--- src/rtl/rvc_pkg.sv ---
package rvc_pkg;

  typedef enum logic [1:0] {
    ST_IDLE = 2'd0,
    ST_SEND = 2'd1,
    ST_PIN  = 2'd2
  } rvc_state_e;

endpackage

--- src/rtl/rvc_cfg_regs.sv ---
module rvc_cfg_regs #(
  parameter int NUM_RAILS = 2,
  parameter int DATA_W    = 32,
  parameter int CODE_W    = 8,
  parameter int CODE_LSB  = 24,
  parameter int MODE_BIT  = 4,
  localparam int ADDR_W   = $clog2(NUM_RAILS + 1)
) (
  input  logic                              clk,
  input  logic                              rst,
  input  logic                              cfg_we,
  input  logic [ADDR_W-1:0]                 cfg_addr,
  input  logic [DATA_W-1:0]                 cfg_wdata,
  output logic [NUM_RAILS-1:0][CODE_W-1:0]  on_code,
  output logic                              legacy_mode
);

  // Control register: only the mode-select bit is stored.
  always_ff @(posedge clk) begin
    if (rst) begin
      legacy_mode <= 1'b0;
    end else if (cfg_we && cfg_addr == '0) begin
      legacy_mode <= cfg_wdata[MODE_BIT];
    end
  end

  // One register per rail, at address 1 + rail index; only the code field is kept.
  for (genvar g = 0; g < NUM_RAILS; g++) begin : g_rail_reg
    always_ff @(posedge clk) begin
      if (rst) begin
        on_code[g] <= '0;
      end else if (cfg_we && cfg_addr == ADDR_W'(g + 1)) begin
        on_code[g] <= cfg_wdata[CODE_LSB +: CODE_W];
      end
    end
  end

  // Bits of the write word that are not stored.
  logic unused_wdata;
  assign unused_wdata = ^cfg_wdata;

endmodule

--- src/rtl/rvc_seq.sv ---
module rvc_seq
  import rvc_pkg::*;
#(
  parameter int NUM_RAILS    = 2,
  parameter int CODE_W       = 8,
  parameter logic [7:0] OFF_CODE = 8'h00,
  localparam int RAIL_W      = (NUM_RAILS > 1) ? $clog2(NUM_RAILS) : 1
) (
  input  logic                              clk,
  input  logic                              rst,
  input  logic [NUM_RAILS-1:0][CODE_W-1:0]  on_code,
  input  logic                              legacy_mode,
  input  logic                              req_valid,
  output logic                              req_ready,
  input  logic [RAIL_W-1:0]                 req_rail,
  input  logic                              req_on,
  output logic                              ack,
  output logic                              cmd_valid,
  input  logic                              cmd_ready,
  output logic [RAIL_W-1:0]                 cmd_rail,
  output logic [CODE_W-1:0]                 cmd_code,
  output logic                              pin_upd,
  output logic [RAIL_W-1:0]                 pin_rail,
  output logic                              pin_level
);

  rvc_state_e  state_q;
  logic        take;

  assign req_ready = (state_q == ST_IDLE);
  assign take      = req_ready && req_valid;

  // A legacy request is handed to the pin register in the acceptance cycle.
  assign pin_upd   = take && legacy_mode;
  assign pin_rail  = req_rail;
  assign pin_level = req_on;

  always_ff @(posedge clk) begin
    if (rst) begin
      state_q   <= ST_IDLE;
      cmd_valid <= 1'b0;
      cmd_rail  <= '0;
      cmd_code  <= '0;
      ack       <= 1'b0;
    end else begin
      ack <= 1'b0;
      unique case (state_q)
        ST_IDLE: begin
          if (take) begin
            if (legacy_mode) begin
              state_q <= ST_PIN;
            end else begin
              cmd_valid <= 1'b1;
              cmd_rail  <= req_rail;
              cmd_code  <= req_on ? on_code[req_rail] : OFF_CODE[CODE_W-1:0];
              state_q   <= ST_SEND;
            end
          end
        end
        ST_SEND: begin
          if (cmd_ready) begin
            cmd_valid <= 1'b0;
            ack       <= 1'b1;
            state_q   <= ST_IDLE;
          end
        end
        ST_PIN: begin
          ack     <= 1'b1;
          state_q <= ST_IDLE;
        end
        default: state_q <= ST_IDLE;
      endcase
    end
  end

  AST_CMD_HOLD: assert property (@(posedge clk) disable iff (rst)
    cmd_valid && !cmd_ready |=> cmd_valid && $stable(cmd_code) && $stable(cmd_rail));
  AST_SERIAL_ACK: assert property (@(posedge clk) disable iff (rst)
    cmd_valid && cmd_ready |=> ack && !cmd_valid);
  AST_ACK_PULSE: assert property (@(posedge clk) disable iff (rst)
    ack |=> !ack);
  AST_BUSY_NO_READY: assert property (@(posedge clk) disable iff (rst)
    cmd_valid |-> !req_ready);
  AST_LEGACY_NO_CMD: assert property (@(posedge clk) disable iff (rst)
    pin_upd |=> !cmd_valid);
  AST_LEGACY_ACK: assert property (@(posedge clk) disable iff (rst)
    pin_upd |=> !ack ##1 ack);

endmodule

--- src/rtl/rvc_pins.sv ---
module rvc_pins #(
  parameter int NUM_RAILS = 2,
  localparam int RAIL_W   = (NUM_RAILS > 1) ? $clog2(NUM_RAILS) : 1
) (
  input  logic                 clk,
  input  logic                 rst,
  input  logic                 pin_upd,
  input  logic [RAIL_W-1:0]    pin_rail,
  input  logic                 pin_level,
  output logic [NUM_RAILS-1:0] mode_pin_n
);

  // Each pin is a registered output; 1 = released (rail at its programmed level).
  for (genvar g = 0; g < NUM_RAILS; g++) begin : g_pin
    always_ff @(posedge clk) begin
      if (rst) begin
        mode_pin_n[g] <= 1'b1;
      end else if (pin_upd && pin_rail == RAIL_W'(g)) begin
        mode_pin_n[g] <= pin_level;
      end
    end
  end

  AST_PIN_SINGLE: assert property (@(posedge clk) disable iff (rst)
    $countones(mode_pin_n ^ $past(mode_pin_n)) <= 1);
  AST_PIN_QUIET: assert property (@(posedge clk) disable iff (rst)
    !pin_upd |=> $stable(mode_pin_n));

endmodule

--- src/rtl/rail_vcmd_ctrl.sv ---
module rail_vcmd_ctrl #(
  parameter int NUM_RAILS = 2,
  parameter int DATA_W    = 32,
  parameter int CODE_W    = 8,
  parameter int CODE_LSB  = 24,
  parameter int MODE_BIT  = 4,
  localparam int RAIL_W   = (NUM_RAILS > 1) ? $clog2(NUM_RAILS) : 1,
  localparam int ADDR_W   = $clog2(NUM_RAILS + 1)
) (
  input  logic                 clk,
  input  logic                 rst,
  input  logic                 cfg_we,
  input  logic [ADDR_W-1:0]    cfg_addr,
  input  logic [DATA_W-1:0]    cfg_wdata,
  input  logic                 req_valid,
  output logic                 req_ready,
  input  logic [RAIL_W-1:0]    req_rail,
  input  logic                 req_on,
  output logic                 ack,
  output logic                 cmd_valid,
  input  logic                 cmd_ready,
  output logic [RAIL_W-1:0]    cmd_rail,
  output logic [CODE_W-1:0]    cmd_code,
  output logic [NUM_RAILS-1:0] mode_pin_n
);

  logic [NUM_RAILS-1:0][CODE_W-1:0] on_code;
  logic                             legacy_mode;
  logic                             pin_upd;
  logic [RAIL_W-1:0]                pin_rail;
  logic                             pin_level;

  rvc_cfg_regs #(
    .NUM_RAILS (NUM_RAILS),
    .DATA_W    (DATA_W),
    .CODE_W    (CODE_W),
    .CODE_LSB  (CODE_LSB),
    .MODE_BIT  (MODE_BIT)
  ) u_cfg (
    .clk         (clk),
    .rst         (rst),
    .cfg_we      (cfg_we),
    .cfg_addr    (cfg_addr),
    .cfg_wdata   (cfg_wdata),
    .on_code     (on_code),
    .legacy_mode (legacy_mode)
  );

  rvc_seq #(
    .NUM_RAILS (NUM_RAILS),
    .CODE_W    (CODE_W)
  ) u_seq (
    .clk         (clk),
    .rst         (rst),
    .on_code     (on_code),
    .legacy_mode (legacy_mode),
    .req_valid   (req_valid),
    .req_ready   (req_ready),
    .req_rail    (req_rail),
    .req_on      (req_on),
    .ack         (ack),
    .cmd_valid   (cmd_valid),
    .cmd_ready   (cmd_ready),
    .cmd_rail    (cmd_rail),
    .cmd_code    (cmd_code),
    .pin_upd     (pin_upd),
    .pin_rail    (pin_rail),
    .pin_level   (pin_level)
  );

  rvc_pins #(
    .NUM_RAILS (NUM_RAILS)
  ) u_pins (
    .clk        (clk),
    .rst        (rst),
    .pin_upd    (pin_upd),
    .pin_rail   (pin_rail),
    .pin_level  (pin_level),
    .mode_pin_n (mode_pin_n)
  );

endmodule

--- config.mk ---
export PLATFORM = sky130hd
export DESIGN_NAME = rail_vcmd_ctrl
export DESIGN_NICKNAME = d
export VERILOG_FILES = /design/src/rtl/rvc_pkg.sv /design/src/rtl/rvc_cfg_regs.sv /design/src/rtl/rvc_seq.sv /design/src/rtl/rvc_pins.sv /design/src/rtl/rail_vcmd_ctrl.sv
export SDC_FILE = /design/constraint.sdc
export NUM_CORES = 1
export LEC_CHECK = 0
export ABC_AREA = 0
export BUFFER_PORTS_ARGS = -buffer_cell sky130_fd_sc_hd__buf_2
export CAP_MARGIN = 0
export CELL_PAD_IN_SITES_DETAIL_PLACEMENT = 0
export CELL_PAD_IN_SITES_GLOBAL_PLACEMENT = 1
export CORE_MARGIN = 5
export CORE_UTILIZATION = 40
export CTS_BUF_LIST = sky130_fd_sc_hd__clkbuf_4 sky130_fd_sc_hd__clkbuf_8
export DETAILED_ROUTE_END_ITERATION = 10
export GPL_TIMING_DRIVEN = 0
export PLACE_DENSITY_LB_ADDON = 0.05
export SETUP_SLACK_MARGIN = 0.5
export SLEW_MARGIN = 20
export SYNTH_ARGS = -nofsm -noshare
export SYNTH_HDL_FRONTEND = slang
export SYNTH_SLANG_ARGS = --single-unit
--- constraint.sdc ---
create_clock -name clk -period 3.7 [get_ports clk]
set_clock_uncertainty 0.05 [all_clocks]
set_input_delay 0.37 -clock clk [delete_from_list [all_inputs] [get_ports clk]]
set_output_delay 0.37 -clock clk [all_outputs]
set_load 0.01 [all_outputs]
==> results.md, run 1 <==
* CP Launch Type: flip-flop
* Antenna viol nets, final at 0
* Leak Pwr at 0.000815 uW
* Number of max-cap violations at 0
* CTS Buf Count at 5
* YS warnings at 0
* Setup TNS at 0 ns
* Total congestion overflow at 0
* Crit path DAT at 1.24 ns
* Largest net degree at the start of global routing at 11
* Post-Synthesis Net Count at 174
* RSZ-0062 raised after global routing: no
* Top Ports at 55
* Reg clk slew, reported paths at about 0.10 ns
* Pre-CTS setup slack at 2.19 ns
* Post-cts resize count at 0
* Hold path endpoint: u_cfg.on_code[1]$_SDFFE_PP0P_
* Routed WL per cell at 14.6 um
* N_diodes at 0
* Crit. End Element: primary output
* Die Ht at 69.5 um
* Slew headroom at between 60% and 70%
* Die area at between 4000 and 5000 um^2
* Hold depth at 3
* Hold path startpoint: cfg_wdata[25]
* Inst Count DP at 204
* Root Driver: clkbuf_4
* R2R Path End: u_seq.cmd_code[4]$_SDFFE_PP0P_
* Reg2reg setup slack at ~2.2 ns
* Crit Path Class: reg2out
* Final Net Count at 211
* Port Buffers at 30
* Remaining DRCs at 0
* Post-route setup slack at between 2 and 2.5 ns
* CTS sink cnt at 32
* Fmax at around 600 MHz
* #FFs+latches synth at 32
* Post-synthesis sequential area ratio at 45.2%
* Final setup vio count at 0
* Synth Area per Inst at approximately 11 um^2
* Via count at just over 1000
* Post-route non-filler standard cell count at 212
* Vias in the first global route at roughly 1100
* CTS tree: done
* Core Region at 3390 um^2
* Syn Std Cell Area at 1420 um^2
* Total track usage at around 14%
* Final Critical Period at about 1.7 ns
* R2r worst-path depth at 6
* Share of cells above drive strength 1 at 32.5%
* Area grow syn2layout at 20.3%
* Hold buffers post-CTS at 0
* Slew Limit Fails at 0
* Post-CTS Setup Bufs at 0
* Skew-Pair Late Insertion Delay at 0.33 ns
* First-pass GRT wire length at 5220 um
* Crit-path max FO at 5
* Pwr per Cell Area at 419 nW/um^2
* Initial DRT Pass Iterations at 3
* Dpl hpwl at 2200 um
* Mapped Cells at 128
* Clock buffer depth at 2
* H-tree levels at 2
* Site Rows at 21
* Initial DRC count at 33
* Initial Util at 41.8%
* Die width at between 60 and 70 um
* Placer Congestion at just over 0.7
* Vias per cell at 4.89
* Post-Route WL at slightly above 3000 um
* RR Startpoint: u_seq.state_q[0]$_SDFFE_PP0P_
* Netlist cell types at 28
* Hold Fails Final Rpt at 0
* Final worst path period share at 44.9%
* Outcome: completed
* IR drop worst, VDD at 267 uV
* Initial antenna violation count at 0
* Worst Hold Class: in2reg
* Worst slew pin tran at 0.518 ns
* WP data required at between 3 and 4 ns
-- Yosys cell counts, drive strengths merged --
library cell | n | share of area (%)
a21oi | 5 | 1.8
a311oi | 1 | 0.62
a31oi | 1 | 0.44
and2b | 1 | 0.53
and3b | 1 | 0.62
and4 | 1 | 0.62
buf | 5 | 2.2
clkbuf | 2 | 0.53
dfxtp | 32 | 45
ha | 5 | 4.4
inv | 2 | 0.53
mux2 | 1 | 0.79
mux2i | 27 | 19
nand2 | 1 | 0.26
nand2b | 1 | 0.44
nand3 | 1 | 0.35
nand3b | 3 | 2.5
nand4 | 1 | 0.44
nand4b | 1 | 0.62
nor2 | 22 | 7.0
nor2b | 1 | 0.44
nor3 | 1 | 0.35
nor3b | 2 | 1.1
o21ai | 2 | 0.71
o2bb2ai | 8 | 8.5
-- cell usage in the layout (no fill, tap or decap) --
cell type	instances
and4_1	1
nand4b_1	1
inv_1	2
a31oi_1	1
nand2_1	1
ha_1	5
nand2b_1	1
nand4_1	1
buf_6	1
buf_2	34
dfxtp_1	32
nor3_1	1
clkbuf_4	6
a21oi_1	5
o21ai_1	2
and3b_1	1
clkinv_2	1
clkbuf_1	2
and2b_1	1
nor2b_1	1
a311oi_1	1
mux2_2	1
o2bb2ai_2	8
bufinv_16	1
mux2i_1	27
nand3b_1	2
nand3b_4	1
nand3_1	1
nor3b_1	2
nor2_8	1
nor2_1	21
-- cell type report --
class                           count  area (um^2)
Timing Repair Buffer               30          150
Inverter                            2         7.51
Fill cell                         334         1690
Tap cell                           46         57.6
Buffer                              7         38.8
Sequential cell                    32          641
Multi-Input combinational cell     87          729
Clock inverter                      2         35.0
Clock buffer                        6         45.0
-- cells by family (layout without fill, tap and decap cells) --
family / count (synthesis) / count (layout) / share of synthesized area (%)
AO/OA/AOI/OAI: 17 / 17 / 12.0
multiplexers: 28 / 28 / 19.9
flip-flops: 32 / 32 / 45.2
buffers and inverters: 9 / 47 / 3.27
adder cells (fa/ha/maj): 5 / 5 / 4.42
AND/OR/NAND/NOR: 37 / 37 / 15.2
-- worst max path at each step --
stage / startpoint / endpoint / slack [ns] / cells after the start
3_3_place_gp: u_seq.state_q[0]$_SDFFE_PP0P_ / u_seq.cmd_code[1]$_SDFFE_PP0P_ / 2.22 / 6
6_report: u_seq.state_q[0]$_SDFFE_PP0P_ / req_ready / 2.04 / 3
5_1_grt: u_seq.state_q[0]$_SDFFE_PP0P_ / req_ready / 1.98 / 3
3_5_place_dp: u_seq.state_q[0]$_SDFFE_PP0P_ / u_seq.cmd_code[4]$_SDFFE_PP0P_ / 2.19 / 6
4_1_cts: u_seq.state_q[0]$_SDFFE_PP0P_ / req_ready / 2.03 / 3
2_1_floorplan: u_seq.state_q[0]$_SDFFE_PP0P_ / u_seq.cmd_valid$_SDFFE_PP0P_ / 2.29 / 5
-- critical path, cell delays in order (launching register included) --
cell,delay [ns]
dfxtp_1,0.39
inv_1,0.10
ha_1,0.26
buf_2,0.16
-- sequential cells by signal (all words and copies together), names as in the netlist --
register / count
u_cfg.legacy_mode: 1
u_cfg.on_code: 16
u_pins.mode_pin_n: 2
u_seq.ack: 1
u_seq.cmd_code: 8
u_seq.cmd_rail: 1
u_seq.cmd_valid: 1
u_seq.state_q: 2
-- report_power, final --
part           switching, uW  internal, uW
Clock                    117           149
Sequential              6.69           355
Combinational           48.5          38.0
Total                    172           542
-- per-layer routing --
metal	track usage, %	vias up	wire [um]
li1	-	528	-
met1	16.4	479	1360
met2	22.8	23	1500
met3	4.64	7	165
met4	7.16	0	63
met5	0	-	0
-- through the flow --
| stage | instance area, um^2 | util, % | hold WS, ns | power (uW) |
|---|---|---|---|---|
| 2_1_floorplan | 1420 | - | 0.413 | 427 |
| 3_3_place_gp | 1620 | 47.9 | 0.405 | 453 |
| 3_5_place_dp | 1620 | 47.9 | 0.404 | 457 |
| 4_1_cts | 1700 | 50.3 | 0.220 | 724 |
| 5_1_grt | 1700 | 50.3 | 0.226 | 751 |
| 6_report | 1700 | 50.3 | 0.232 | 714 |
(Power assumes the default switching activity.)
==> inputs of run 2 (changes only) <==
--- a/config.mk
+++ b/config.mk
@@ -5,13 +5,13 @@
 export SDC_FILE = /design/constraint.sdc
 export NUM_CORES = 1
 export LEC_CHECK = 0
-export ABC_AREA = 0
+export ABC_AREA = 1
 export BUFFER_PORTS_ARGS = -buffer_cell sky130_fd_sc_hd__buf_2
 export CAP_MARGIN = 0
 export CELL_PAD_IN_SITES_DETAIL_PLACEMENT = 0
 export CELL_PAD_IN_SITES_GLOBAL_PLACEMENT = 1
 export CORE_MARGIN = 5
-export CORE_UTILIZATION = 40
+export CORE_UTILIZATION = 34
 export CTS_BUF_LIST = sky130_fd_sc_hd__clkbuf_4 sky130_fd_sc_hd__clkbuf_8
 export DETAILED_ROUTE_END_ITERATION = 10
 export GPL_TIMING_DRIVEN = 0
==> constraint.sdc (replaced) <==
create_clock -name clk -period 1.6 [get_ports clk]
set_clock_uncertainty 0.05 [all_clocks]
set_input_delay 0.16 -clock clk [delete_from_list [all_inputs] [get_ports clk]]
set_output_delay 0.16 -clock clk [all_outputs]
set_load 0.01 [all_outputs]
==> run 2 against run 1 <==
Sequential cell count did not move; via count rose by 27%; clock power rose by 150%; global-route usage fell by 0.72 points; critical path depth rose by 4; count of clock-buffer cells in the layout rose by 1; die area rose by 13%; critical endpoint is now u_seq.cmd_code[1]$_SDFFE_PP0P_.
==> results.md, run 2 <==
* Outcome: completed
* Die area at 5480 um^2
* R2R Path End: u_seq.cmd_code[1]$_SDFFE_PP0P_
* Placed cell area at 1630 um^2
* Vias per cell at 4.69
* Post-route non-filler standard cell count at 280
* Site Rows at 23
* Crit Path Class: reg2reg
* N_diodes at 0
* Number of max-cap violations at 0
* Worst slew pin tran at 0.602 ns
* Clock buffer depth at 2
* Initial DRC count at 41
* Largest regs: u_cfg.on_code: 16 flops, u_seq.cmd_code: 8 flops
* Area of the multi-input gates at 713 um^2
* Dpl hpwl at 2600 um
* Area fraction of the dominant cell type after synthesis at a little under half
* CTS tree: done
* Leading cell type in the layout, fill and taps excluded: buf_2
* Fmax at 784 MHz
* Area grow syn2layout at 35.3%
* Initial antenna violation count at 0
* Antenna viol nets, final at 0
* Port Buffers at 29
* Hold Fails Final Rpt at 0
* Filler cells at approximately 420
* Worst Hold Class: in2reg
* Area contributors post-synth: dfxtp_1, a21oi_1, nand2_1, inv_1, o21ai_0
* Leak Pwr at just under 0.0008 uW
* Hold depth at 3
* Die width at 74 um
* Critical Path Max Stage Delay at between 0.3 and 0.4 ns
* Critical Path, Cell by Cell: inv_4 > ha_4 > nand2_4 > nor2_4 > buf_6 > nand3_1 > a21oi_1
* Post-synthesis sequential area ratio at 46.0%
* Top Ports at 55
* Inst Count DP at 265
* Most frequent cells in the layout: buf_2, dfxtp_1, nand2_1, inv_1, nor2_1
* Total congestion overflow at 0
* Hold path endpoint: u_cfg.on_code[15]$_SDFFE_PP0P_
* Ys async rst share at 0%
* Mapped Cells at 186
* Skew-Pair Late Insertion Delay at 0.28 ns
* #FFs+latches synth at 32
* Final worst path period share at around four fifths
* Hold buffers post-CTS at 0
* YS warnings at 0
* Placer Congestion at 0.727
* Post-layout util at 47.1%
* Hold path startpoint: cfg_wdata[31]
* Final Critical Period at between 1 and 1.5 ns
* Crit. End Element: flip-flop
* Initial Util at 34.8%
* Syn Std Cell Area at approximately 1400 um^2
* Setup TNS at 0 ns
* Synth Area per Inst at 7.49 um^2
* Core Region at 4000 um^2
* Post-synth EDFFs at 0
* RSZ-0062 raised after global routing: yes
* Slowest cell on the critical path: dfxtp_4
* CTS Buf Count at 5
* Total track usage at 13.3%
* Initial DRT Pass Iterations at 4
* Top_reg_cell synth: dfxtp_1
* First-pass GRT wire length at around 5500 um
* Max reg flops at 16
* Post-synth top cells: dfxtp_1, nand2_1, a21oi_1, inv_1, nor2_1
* Hold_ws at 0.0940 ns
* CP Launch Type: flip-flop
* Post-Route WL at 3540 um
* CTS sink cnt at 32
* Via count at 1313
* H-tree levels at 2
* Share of cells above drive strength 1 at 34.3%
* Slew headroom at 59.9%
* Netlist cell types at 17
* Area occupied by registers at 646 um^2
* Remaining DRCs at 0
* Area leader, netlist: dfxtp_1
* Crit path DAT at 1.44 ns
* Final Net Count at 276
* Reg2reg setup slack at 0.32 ns
* Final setup vio count at 0
* Largest Register: u_cfg.on_code
* RR Startpoint: u_seq.state_q[0]$_SDFFE_PP0P_
* Vias in the first global route at 1261
* Pwr per Cell Area at 959 nW/um^2
* Root Driver: clkbuf_8
* Slew Limit Fails at 0
* IR drop worst, VDD at 506 uV
* R2r worst-path depth at 7
* Post-route cell area at about 1900 um^2
* Largest net degree at the start of global routing at 11
* WP data required at approximately 1.8 ns
* Routed WL per cell at 12.6 um
* Die Ht at 74 um
* Most common cell in the netlist: dfxtp_1
* Post-Synthesis Net Count at 232
* Reg clk slew, reported paths at 0.07 ns
* Crit-path max FO at 5
[run 2: cell count changes after synthesis, moves of 2 or more]
cell,previous run,this run
mux2i_1,27,0
nand3b_1,2,0
o2bb2ai_2,8,0
nand3_2,0,2
o21ai_1,2,10
nand3_1,1,15
inv_1,2,22
buf_6,1,3
nand2_1,1,29
buf_2,4,2
nand4_1,1,3
nor3b_1,2,0
o21ai_0,0,16
a21oi_1,5,22
[run 2: how the worst max path moves through the flow]
| stage | from | end |
|---|---|---|
| floorplan | u_seq.state_q[1]$_SDFFE_PP0P_ | u_seq.cmd_code[7]$_SDFFE_PP0P_ |
| detailed placement | u_seq.state_q[1]$_SDFFE_PP0P_ | u_seq.cmd_code[4]$_SDFFE_PP0P_ |
| finish | u_seq.state_q[0]$_SDFFE_PP0P_ | u_seq.cmd_code[1]$_SDFFE_PP0P_ |
| CTS | u_seq.state_q[0]$_SDFFE_PP0P_ | u_seq.cmd_code[4]$_SDFFE_PP0P_ |
| global placement | u_seq.state_q[0]$_SDFFE_PP0P_ | u_seq.cmd_valid$_SDFFE_PP0P_ |
| global route | u_seq.state_q[0]$_SDFFE_PP0P_ | u_seq.cmd_code[2]$_SDFFE_PP0P_ |
[run 2: area by class of cell]
| cell class | count | share of cell area, % |
|---|---|---|
| Tap cell | 50 | 3.32 |
| Timing Repair Buffer | 37 | 11.5 |
| Clock buffer | 7 | 5.11 |
| Inverter | 23 | 4.85 |
| Sequential cell | 32 | 34.3 |
| Multi-Input combinational cell | 123 | 37.8 |
| Buffer | 8 | 3.12 |
[run 2: stage by stage]
step                      total power [uW]  setup WS (ns)
after detailed placement              1110          0.343
after global routing                  1900          0.274
after CTS                             1810          0.348
after global placement                1100          0.364
final                                 1810          0.325
after floorplan                       1030          0.439
[run 2: where the power goes]
part           switching (uW)  total [uW]  internal [uW]
Combinational             164         288            124
Sequential               20.9         855            834
Clock                     282         664            383
Total                     467        1810           1340
[run 2: cell families after synthesis]
family,Yosys count,share of synthesized area [%]
AND/OR/NAND/NOR,70,21.8
AO/OA/AOI/OAI,48,17.3
flip-flops,32,46.0
buffers and inverters,31,10.4
adder cells (fa/ha/maj),5,4.49
[run 2: routing by layer]
layer,share of wire (%),GRT usage [%],vias to the layer above
met2,47,21.9,29
met3,6.2,5.00,6
met5,0,0,-
met4,1.6,4.83,0
li1,-,-,689
met1,45,15.9,589
[run 2: worst max-delay path, delay by kind of cell (launching register included)]
family,cells,cell delay [ns]
AND/OR/NAND/NOR,3,0.30
flip-flops,1,0.36
buffers and inverters,2,0.22
AO/OA/AOI/OAI,1,0.12
adder cells (fa/ha/maj),1,0.15
[run 2: repair_timing]
action | in CTS | in global routing
setup endpoints to repair | 15 | 16
gates resized for setup | 13 | 13
buffers inserted | 4 | 3
pin swaps | 9 | 7
cloned | 1 | 0
